===== src/rtl/bulkout_status.sv =====
module bulkout_status #(
  parameter int CW = 7
) (
  input  logic          clk,
  input  logic          rst_n,
  input  logic [1:0]    ep_en,
  input  logic [1:0]    rx_pkt,
  input  logic [1:0]    rx_zlp,
  input  logic [1:0]    rx_tok,
  input  logic [CW-1:0] rx_len,
  input  logic          cpu_ep,
  input  logic          cpu_rd,
  input  logic          cpu_rel,
  input  logic          clr_we,
  input  logic [7:0]    clr_data,
  output logic [7:0]    status,
  output logic          irq,
  output logic [CW-1:0] cpu_cnt
);
  localparam int NE = 2;

  logic [7:0]    stat_q, stat_n;
  logic [CW-1:0] cnt_all [NE];

  for (genvar e = 0; e < NE; e++) begin : g_ep
    logic          cv, rv, fl, nl, nk, pd;
    logic [CW-1:0] cc, rc;
    logic          n_cv, n_rv, n_fl, n_nl, n_nk, n_pd;
    logic [CW-1:0] n_cc, n_rc;
    logic          sel, fin, swap, s_fl, s_nl, s_nk;

    assign sel = (cpu_ep == 1'(e));

    always_comb begin
      n_cv = cv; n_rv = rv; n_cc = cc; n_rc = rc; n_pd = pd;
      fin = 1'b0; swap = 1'b0; s_fl = 1'b0; s_nl = 1'b0; s_nk = 1'b0;
      if (cpu_rd && sel && cv && cc != '0) begin
        n_cc = cc - 1'b1;
        fin  = (cc == CW'(1));
      end
      if (cpu_rel && sel && cv) begin
        fin = 1'b1;
        if (rv) begin
          n_cc = rc; n_rv = 1'b0; n_rc = '0; swap = 1'b1;
        end else begin
          n_cv = 1'b0; n_cc = '0;
        end
      end
      if (pd && fin) begin
        s_nl = 1'b1; n_pd = 1'b0;
      end
      if (rx_pkt[e]) begin
        if (!n_cv) begin
          n_cv = 1'b1; n_cc = rx_len;
        end else if (!n_rv) begin
          n_rv = 1'b1; n_rc = rx_len; s_fl = 1'b1;
        end else s_nk = 1'b1;
      end
      if (rx_tok[e] && n_cv && n_rv) s_nk = 1'b1;
      if (rx_zlp[e]) begin
        if (n_cv && n_rv) s_nk = 1'b1;
        else if (n_cv && n_cc != '0) n_pd = 1'b1;
        else s_nl = 1'b1;
      end
      n_fl = (fl && !swap && !(clr_we && !clr_data[4*e+3])) || s_fl;
      n_nl = (nl && !(clr_we && !clr_data[4*e+2])) || s_nl;
      n_nk = (nk && !(clr_we && !clr_data[4*e+1])) || s_nk;
      if (!ep_en[e]) begin
        n_cv = 1'b0; n_rv = 1'b0; n_cc = '0; n_rc = '0; n_pd = 1'b0;
        n_fl = 1'b0; n_nl = 1'b0; n_nk = 1'b0;
      end
    end

    always_ff @(posedge clk) begin
      if (!rst_n) begin
        cv <= 1'b0; rv <= 1'b0; cc <= '0; rc <= '0; pd <= 1'b0;
        fl <= 1'b0; nl <= 1'b0; nk <= 1'b0;
      end else begin
        cv <= n_cv; rv <= n_rv; cc <= n_cc; rc <= n_rc; pd <= n_pd;
        fl <= n_fl; nl <= n_nl; nk <= n_nk;
      end
    end

    assign stat_q[4*e +: 4] = {fl, nl, nk, cv};
    assign stat_n[4*e +: 4] = {n_fl, n_nl, n_nk, n_cv};
    assign cnt_all[e] = cc;

    a_r7_nak_when_full: assert property (@(posedge clk) disable iff (!rst_n)
      (ep_en[e] && rx_tok[e] && cv && rv && !(cpu_rel && sel)) |=> nk);
    a_r9_set_beats_clear: assert property (@(posedge clk) disable iff (!rst_n)
      (ep_en[e] && rx_pkt[e] && cv && !rv && !(cpu_rel && sel) && clr_we && !clr_data[4*e+3]) |=> fl);
    a_r4_swap_clears_full: assert property (@(posedge clk) disable iff (!rst_n)
      (ep_en[e] && fl && cpu_rel && sel && !rx_pkt[e]) |=> !status[4*e+3]);
    a_r6_pending_hold: assert property (@(posedge clk) disable iff (!rst_n)
      (ep_en[e] && pd && !(sel && (cpu_rd || cpu_rel))) |=> pd);
    a_r11_disabled_quiet: assert property (@(posedge clk) disable iff (!rst_n)
      !ep_en[e] |=> (status[4*e +: 4] == 4'h0 && cnt_all[e] == '0));
  end

  always_ff @(posedge clk) begin
    if (!rst_n) irq <= 1'b0;
    else        irq <= (stat_n != stat_q);
  end

  assign status  = stat_q;
  assign cpu_cnt = cnt_all[cpu_ep];

  a_r10_irq_on_change: assert property (@(posedge clk) disable iff (!rst_n)
    (status != $past(status)) |-> irq);
  a_r10_irq_only_change: assert property (@(posedge clk) disable iff (!rst_n)
    irq |-> (status != $past(status)));
endmodule


===== config.mk =====
export PLATFORM = sky130hd
export DESIGN_NAME = bulkout_status
export DESIGN_NICKNAME = d
export VERILOG_FILES = /design/src/rtl/bulkout_status.sv
export SDC_FILE = /design/constraint.sdc
export NUM_CORES = 1
export LEC_CHECK = 0
export ABC_AREA = 1
export BUFFER_PORTS_ARGS = -buffer_cell sky130_fd_sc_hd__clkbuf_2
export CAP_MARGIN = 20
export CORE_MARGIN = 2
export CORE_UTILIZATION = 35
export DETAILED_ROUTE_END_ITERATION = 6
export PLACE_DENSITY_LB_ADDON = 0.15
export SLEW_MARGIN = 40
export SYNTH_ARGS = -nofsm -noshare
export SYNTH_HDL_FRONTEND = slang
export SYNTH_SLANG_ARGS = --single-unit

===== constraint.sdc =====
create_clock -name clk -period 5.7 [get_ports clk]
set_input_delay 0.57 -clock clk [delete_from_list [all_inputs] [get_ports clk]]
set_output_delay 0.57 -clock clk [all_outputs]
set_load 0.01 [all_outputs]

==> key figures, run 1 <==
Layout
  • Area Growth Syn to Fin: 11.72%
  • Fillcell total: 876
  • NumNets Final: 511
  • # diodes: 0
  • Final non-filler cell total: 579
  • Share of layout cells above drive strength 1: 13.21%
  • Area of the multi-input gates: 1603 um2
  • Register area: 820.8 um2

STA
  • Post-Route Skew: 0.002194 ns
  • Final setup fails: 0
  • Max-slew violations: 0
  • Final Critical Period: 2.721 ns
  • Fmax: 367.4 MHz
  • RSZ-0062 raised after global routing: no
  • Hold Vio Cnt, Final: 0
  • Part of the cycle the worst path needs: 47.75%
  • Max_slew headroom: 61.57%
  • Worst Tran Pin Value: 0.5750 ns
  • Setup_tns: 0 ns

GRT
  • Antenna violations before repair: 0
  • Grt total ovfl: 0
  • Total GRT Usage: 17.08%
  • Global-route wire length before repair: 11850 um
  • Largest net degree at the start of global routing: 18
  • Vias in the first global route: 2489

Synthesis
  • #FFs+latches synth: 41
  • Yosys cell types: 32
  • Syn Std Cell Area: 2713 um2
  • Top-count cell post-synth: nand2_1
  • Mean Syn Cell Area: 6.109 um2
  • Number of synthesized flops with an enable pin: 0
  • Synth Instances: 444
  • Synth Warn #: 0
  • Synth Flop Type: dfxtp_1
  • Leading area contributor after synthesis: dfxtp_1
  • Syn_nets: 479
  • Share of the synthesized area in the top cell type: 30.26%
  • Async SR Flop Fraction: 0%
  • Sequential share of the synthesized area: 30.26%
  • Area contributors post-synth: dfxtp_1 30%, nand2_1 20%, nor2_1 8.9%
  • Leading cell types by count after synthesis: 147 x nand2_1, 64 x nor2_1, 47 x inv_1

Detailed routing
  • Vias: 2670
  • DRT antenna net count: 0
  • Routed WL: 6971 um
  • Pre-Repair DR Iteration Count: 4
  • DRC viols: 0
  • Vias per cell: 4.611
  • Drt wl/cell: 12.04 um
  • Initial drt markers: 103

Critical path
  • Critical Path Sink: irq$_SDFF_PN0_
  • Worst R2R End: irq$_SDFF_PN0_
  • Setup Crit Path Kind: in -> reg
  • Arrival @ worst endpoint: 2.91 ns
  • Startpoint types: input port
  • Worst reg2reg path depth: 14
  • Setup crit end kind: flip-flop
  • Worst-case register-to-register setup slack: 3.04 ns
  • Crit path required time: 5.88 ns
  • Crit Path Max Fanout: 15
  • R2r startpoint: g_ep[0].cv$_SDFF_PN0_
  • Critical Path Start: cpu_ep

Job
  • Max_cap viols: 0

Clock tree
  • Max clock buf depth: 2
  • Post-cts resize count: 0
  • # Post-CTS Setup Buffers: 0
  • H-tree depth: 2
  • Clk slew on worst S/H paths: 0.08 ns
  • CTS buffer count: 5
  • Hold_buf cts: 0
  • Root buffer cell: clkbuf_8
  • Clock sinks: 41
  • CTS tree: done
  • Clk Latency, worst-skew pair: 0.29 ns

Floorplan
  • Die Ht: 92.04 um
  • Die ar.: 8470 um2
  • # IOs: 45
  • Starting density of the core: 35.66%
  • Site Rows: 32
  • Chip width: 92.04 um
  • Area of the core: 7607 um2

Place
  • Placed Cells: 571
  • Port Buffers: 42
  • Post-DP HPWL: 5395 um
  • Routability-driven placement congestion ratio: 0.8504

Power
  • Internal power: 430.4 uW
  • Comb power frac: 21.1%
  • Leakage power: 1.470 nW
  • P_sw: 192.1 uW
  • Switch share: 30.86%
  • Clock share of power: 29.8%
  • Pwr Density: 205.4 nW/um2
  • Seq pwr share: 49.1%
  • Worst IR Drop VDD: 0.08540 mV

Worst hold path
  • Hold Path Class: reg -> reg

Status
  • Status: finished clean
how the worst min path moves through the flow:
stage / to / start / cells after the start
after detailed placement: g_ep[0].rc[6]$_SDFF_PN0_ / g_ep[0].rc[6]$_SDFF_PN0_ / 2
after global placement: g_ep[1].pd$_SDFF_PN0_ / g_ep[1].pd$_SDFF_PN0_ / 2
after floorplan: g_ep[0].pd$_SDFF_PN0_ / g_ep[0].pd$_SDFF_PN0_ / 2
after CTS: g_ep[0].pd$_SDFF_PN0_ / g_ep[0].pd$_SDFF_PN0_ / 2
after global routing: g_ep[0].rc[3]$_SDFF_PN0_ / g_ep[0].rc[3]$_SDFF_PN0_ / 2
final: g_ep[0].rc[6]$_SDFF_PN0_ / g_ep[0].rc[6]$_SDFF_PN0_ / 2
cell families after synthesis:
family                     after synthesis  share of synthesized area, %
AOI/OAI and AO/OA                       60                         13.51
and+or+nand+nor                        262                         39.99
DFF                                     41                         30.26
xor gates and xnor gates                 8                         2.583
adders and majority gates                6                         2.767
buffers and inverters                   67                         10.89
sequential cells by signal, indices dropped and copies added (netlist names):
name	count
irq	1
g_ep.rc	14
g_ep.fl	2
g_ep.pd	2
g_ep.cc	14
g_ep.rv	2
g_ep.nl	2
g_ep.nk	2
g_ep.cv	2
per-stage QoR:
step	power [mW]	cell area (um2)	setup slack (ns)	utilization [%]	hold slack, ns
5_1_grt	0.6631	3030	2.670	39.84	0.4961
6_report	0.6226	3030	2.979	39.84	0.4778
3_3_place_gp	0.4428	2944	2.650	38.70	0.4515
3_5_place_dp	0.4440	2944	2.641	38.70	0.4635
4_1_cts	0.6302	3024	2.944	39.75	0.4752
2_1_floorplan	0.4077	2713	3.644	-	0.4434
cells in the final DEF, fill, tap and decap left out, types with 4 or more instances in the layout:
master	instances
xor2_1	5
nand2_1	147
inv_1	47
ha_1	6
nand4_1	6
dfxtp_1	41
clkbuf_2	42
nand3_1	28
nor2_2	4
clkbuf_8	5
nor2_1	64
a21oi_1	21
a211oi_1	13
o21ai_0	16
critical path, cell delays in order:
cell and delay [ns]:
clkbuf_2 0.19, inv_1 0.16, nand3_2 0.25, o21ai_2 0.33, inv_1 0.07, nand3_1 0.37
o21ai_0 0.17, nand2_1 0.13, xor2_1 0.15, nand2_1 0.06, nor2_1 0.09, nand3_1 0.07
nor2_1 0.10, nand3_1 0.07, nor2_1 0.08, nor2_1 0.04
cell type report:
type	count	area share, %
clock buffers	8	2.642
inverters	50	6.235
multi-input cells	336	52.89
flip-flops and latches	41	27.09
well taps	102	4.211
repair buffers	42	6.936
per-layer routing:
metal | vias to the layer above | share of wire (%) | GRT usage (%)
met1 | 1141 | 52 | 24.49
met4 | 0 | 0.73 | 3.358
met5 | - | 0 | 0
met2 | 56 | 44 | 27.21
met3 | 4 | 3.3 | 2.712
li1 | 1469 | - | -
power groups by stage:
stage	logic (mW)	registers (mW)	clock network (mW)
2_1_floorplan	0.0979	0.310	0
3_3_place_gp	0.130	0.313	0
3_5_place_dp	0.131	0.313	0
4_1_cts	0.132	0.306	0.192
5_1_grt	0.153	0.308	0.202
6_report	0.131	0.306	0.185
Power figures use the tool's default switching activity.
==> run 2, diff against run 1 <==
Clock period 5.7 ns to 2.2 ns, I/O delays scaled along.
==> key figures, run 2 (synthesis gave the netlist of run 1 again) <==
GRT
  • Met2 global-route usage: 30.45% (was 27.21%)
  • Antenna violations before repair: 0 (unchanged)
  • GR Layer Usage met3: 2.629% (was 2.712%)
  • Vias in the first global route: 2611 (was 2489)
  • Grt total ovfl: 0 (unchanged)
  • Largest net degree at the start of global routing: 18 (unchanged)
  • Total GRT Usage: 17.63% (was 17.08%)
  • GR peak layer: met2 (unchanged)
  • Global-route wire length before repair: 12010 um (was 11850 um)
  • GR Layer Usage met1: 22.78% (was 24.49%)

Critical path
  • Most frequent CP cell: nand2_1 (was nor2_1)
  • Crit path required time: 2.38 ns (was 5.88 ns)
  • Arrival @ worst endpoint: 2.33 ns (was 2.91 ns)
  • CP max-delay cell: dfxtp_2 (was nand3_1)
  • Setup crit end kind: flip-flop (unchanged)
  • Setup Crit Path Kind: reg -> reg (was in -> reg)
  • Worst R2R End: irq$_SDFF_PN0_ (unchanged)
  • Startpoint types: flip-flop (was input port)
  • R2r startpoint: g_ep[1].cc[0]$_SDFF_PN0_ (was g_ep[0].cv$_SDFF_PN0_)
  • Crit Path Max Fanout: 4 (was 15)
  • Largest stage delay, worst path: 0.33 ns (was 0.37 ns)
  • Worst reg2reg path depth: 22 (was 14)
  • Critical Path, Cell by Cell: inv_2 -> ha_2 -> inv_1 -> nor2_2 -> nand3_2 -> buf_6 -> nand3_1 -> nand2_1 -> nand2_1 -> nand2_1 -> nand2_1 -> nand2_1 -> nor2_1 -> nand2_1 -> nand2_1 -> nand2_1 -> nand2_1 -> nand2_1 -> nand2_1 -> nand3_1 -> nor2_1 -> nor2_1 (was clkbuf_2 -> inv_1 -> nand3_2 -> o21ai_2 -> inv_1 -> nand3_1 -> o21ai_0 -> nand2_1 -> xor2_1 -> nand2_1 -> nor2_1 -> nand3_1 -> nor2_1 -> nand3_1 -> nor2_1 -> nor2_1)
  • Worst-case register-to-register setup slack: 0.06 ns (was 3.04 ns)

STA
  • RSZ-0062 raised after global routing: yes (was no)
  • Hold Vio Cnt, Final: 0 (unchanged)
  • Worst Slack Setup Final: 0.05609 ns (was 2.979 ns)
  • Fmax: 466.4 MHz
  • Setup_tns: 0 ns (unchanged)
  • Part of the cycle the worst path needs: 97.45%
  • Post-Route Skew: 0.003287 ns (was 0.002194 ns)
  • Max_slew headroom: 60.09% (was 61.57%)
  • Final setup fails: 0 (unchanged)
  • Final Critical Period: 2.144 ns
  • Max-slew violations: 0 (unchanged)
  • Worst Tran Pin Value: 0.5972 ns (was 0.5750 ns)

Power
  • Pwr Density: 507.2 nW/um2 (was 205.4 nW/um2)
  • Worst IR Drop VDD: 0.2689 mV (was 0.08540 mV)
  • Leakage power: 1.655 nW (was 1.470 nW)
  • Power, Total: 1.688 mW (was 622.6 uW)

Job
  • Max_cap viols: 0 (unchanged)

Layout
  • Area of the multi-input gates: 1633 um2 (was 1603 um2)
  • Share of layout cells above drive strength 1: 21.76% (was 13.21%)
  • Fillcell total: 844 (was 876)
  • Top flop regs: g_ep.cc: 14 flops, g_ep.rc: 14 flops (unchanged)
  • Area Growth Syn to Fin: 22.69% (was 11.72%)
  • Final Cell Area: 3328 um2 (was 3030 um2)
  • Commonest non-fill, non-tap cell in the layout: nand2_1 (unchanged)
  • Commonest cells after routing, fill and taps aside: 145 x nand2_1, 62 x nor2_1, 43 x inv_1 (was 147 x nand2_1, 64 x nor2_1, 47 x inv_1)
  • NumNets Final: 545 (was 511)
  • Register area: 823.3 um2 (was 820.8 um2)
  • # diodes: 0 (unchanged)

Floorplan
  • Site Rows: 32 (unchanged)
  • Area of the core: 7607 um2 (unchanged)
  • Die ar.: 8470 um2 (unchanged)
  • Chip width: 92.04 um (unchanged)
  • # IOs: 45 (unchanged)
  • Starting density of the core: 35.66% (unchanged)
  • Die Ht: 92.04 um (unchanged)

Place
  • Routability-driven placement congestion ratio: 0.8632 (was 0.8504)
  • Port Buffers: 42 (unchanged)
  • Post-DP HPWL: 5809 um (was 5395 um)
  • Placement Setup Slack: 0.002614 ns (was 2.641 ns)
  • Dpl cell area: 3192 um2 (was 2944 um2)

Detailed routing
  • DRC viols: 0 (unchanged)
  • Pre-Repair DR Iteration Count: 4 (unchanged)
  • Drt wl/cell: 11.65 um (was 12.04 um)
  • Routed WL: 7127 um (was 6971 um)
  • Vias: 2803 (was 2670)
  • Vias per cell: 4.580 (was 4.611)
  • DRT antenna net count: 0 (unchanged)
  • Initial drt markers: 100 (was 103)

Clock tree
  • Clk slew on worst S/H paths: 0.08 ns (about the same)
  • CTS tree: done (unchanged)
  • Clk Latency, worst-skew pair: 0.29 ns (about the same)
  • H-tree depth: 2 (unchanged)
  • Max clock buf depth: 2 (unchanged)
  • Root buffer cell: clkbuf_8 (unchanged)
  • Hold_buf cts: 0 (unchanged)
  • Clock sinks: 41 (unchanged)
  • CTS buffer count: 5 (unchanged)

Worst hold path
  • Hold Path Class: in -> reg (was reg -> reg)
  • Worst Hold Path EP: g_ep[0].rc[0]$_SDFF_PN0_ (was g_ep[0].rc[6]$_SDFF_PN0_)
  • Hold path depth: 3 (was 2)
  • Worst hold start: rx_len[0] (was g_ep[0].rc[6]$_SDFF_PN0_)

Status
  • Status: finished clean (unchanged)
-- run 2: cell types whose count changed in the layout (fill, tap and decap cells not counted), sizes merged --
cell    before  now
buf          0   34
clkbuf      50   49
-- run 2: worst max-delay path by stage --
| stage | slack, ns | cells after the start | start | end |
|---|---|---|---|---|
| after global placement | 0.02 | 13 | cpu_ep | irq$_SDFF_PN0_ |
| final | 0.06 | 22 | g_ep[1].cc[0]$_SDFF_PN0_ | irq$_SDFF_PN0_ |
| after CTS | 0.0003 | 20 | g_ep[0].cc[1]$_SDFF_PN0_ | irq$_SDFF_PN0_ |
| after detailed placement | 0.003 | 20 | g_ep[0].cc[0]$_SDFF_PN0_ | irq$_SDFF_PN0_ |
| after global routing | -0.20 | 22 | g_ep[1].cc[0]$_SDFF_PN0_ | irq$_SDFF_PN0_ |
| after floorplan | 0.15 | 21 | g_ep[1].cc[0]$_SDFF_PN0_ | irq$_SDFF_PN0_ |
-- run 2: area by class of cell --
class | count | area share (%)
Multi-Input combinational cell | 336 | 49.06
Sequential cell | 41 | 24.74
Inverter | 50 | 5.677
Timing Repair Buffer | 76 | 14.10
Clock buffer | 7 | 2.594
Tap cell | 102 | 3.835
-- run 2: worst max-delay path, delay by kind of cell, from the launching register on --
kind	cells	cell delay [ns]
buf+inv	3	0.26
fa+ha+maj	1	0.17
simple gates	18	1.27
flops	1	0.33
-- run 2: power breakdown --
part	switching, mW	total [mW]	internal (mW)
sequential	0.0168	0.784	0.767
clock	0.250	0.499	0.249
combinational	0.242	0.405	0.164
total	0.508	1.69	1.18
-- run 2: metal layers --
metal | wire length (um) | up-vias
met2 | 3279 | 50
met4 | 68 | 0
met3 | 283 | 5
li1 | - | 1538
met1 | 3496 | 1210
met5 | 0 | -
-- run 2: what timing repair did --
item / CTS / global route
endpoints found under the hold margin: 0 / 0
setup endpoints to repair: 1 / 3
pin swaps: 0 / 3
setup buffers: 0 / 1
resized for setup: 1 / 16
-- run 2: metrics by stage --
stage | hold slack, ns | utilization [%] | instances
after floorplan | 0.3490 | - | 444
after global placement | 0.4534 | 41.96 | 604
after detailed placement | 0.4608 | 41.96 | 604
after CTS | 0.1962 | 43.16 | 611
after global routing | 0.2119 | 43.75 | 612
final | 0.2080 | 43.75 | 612
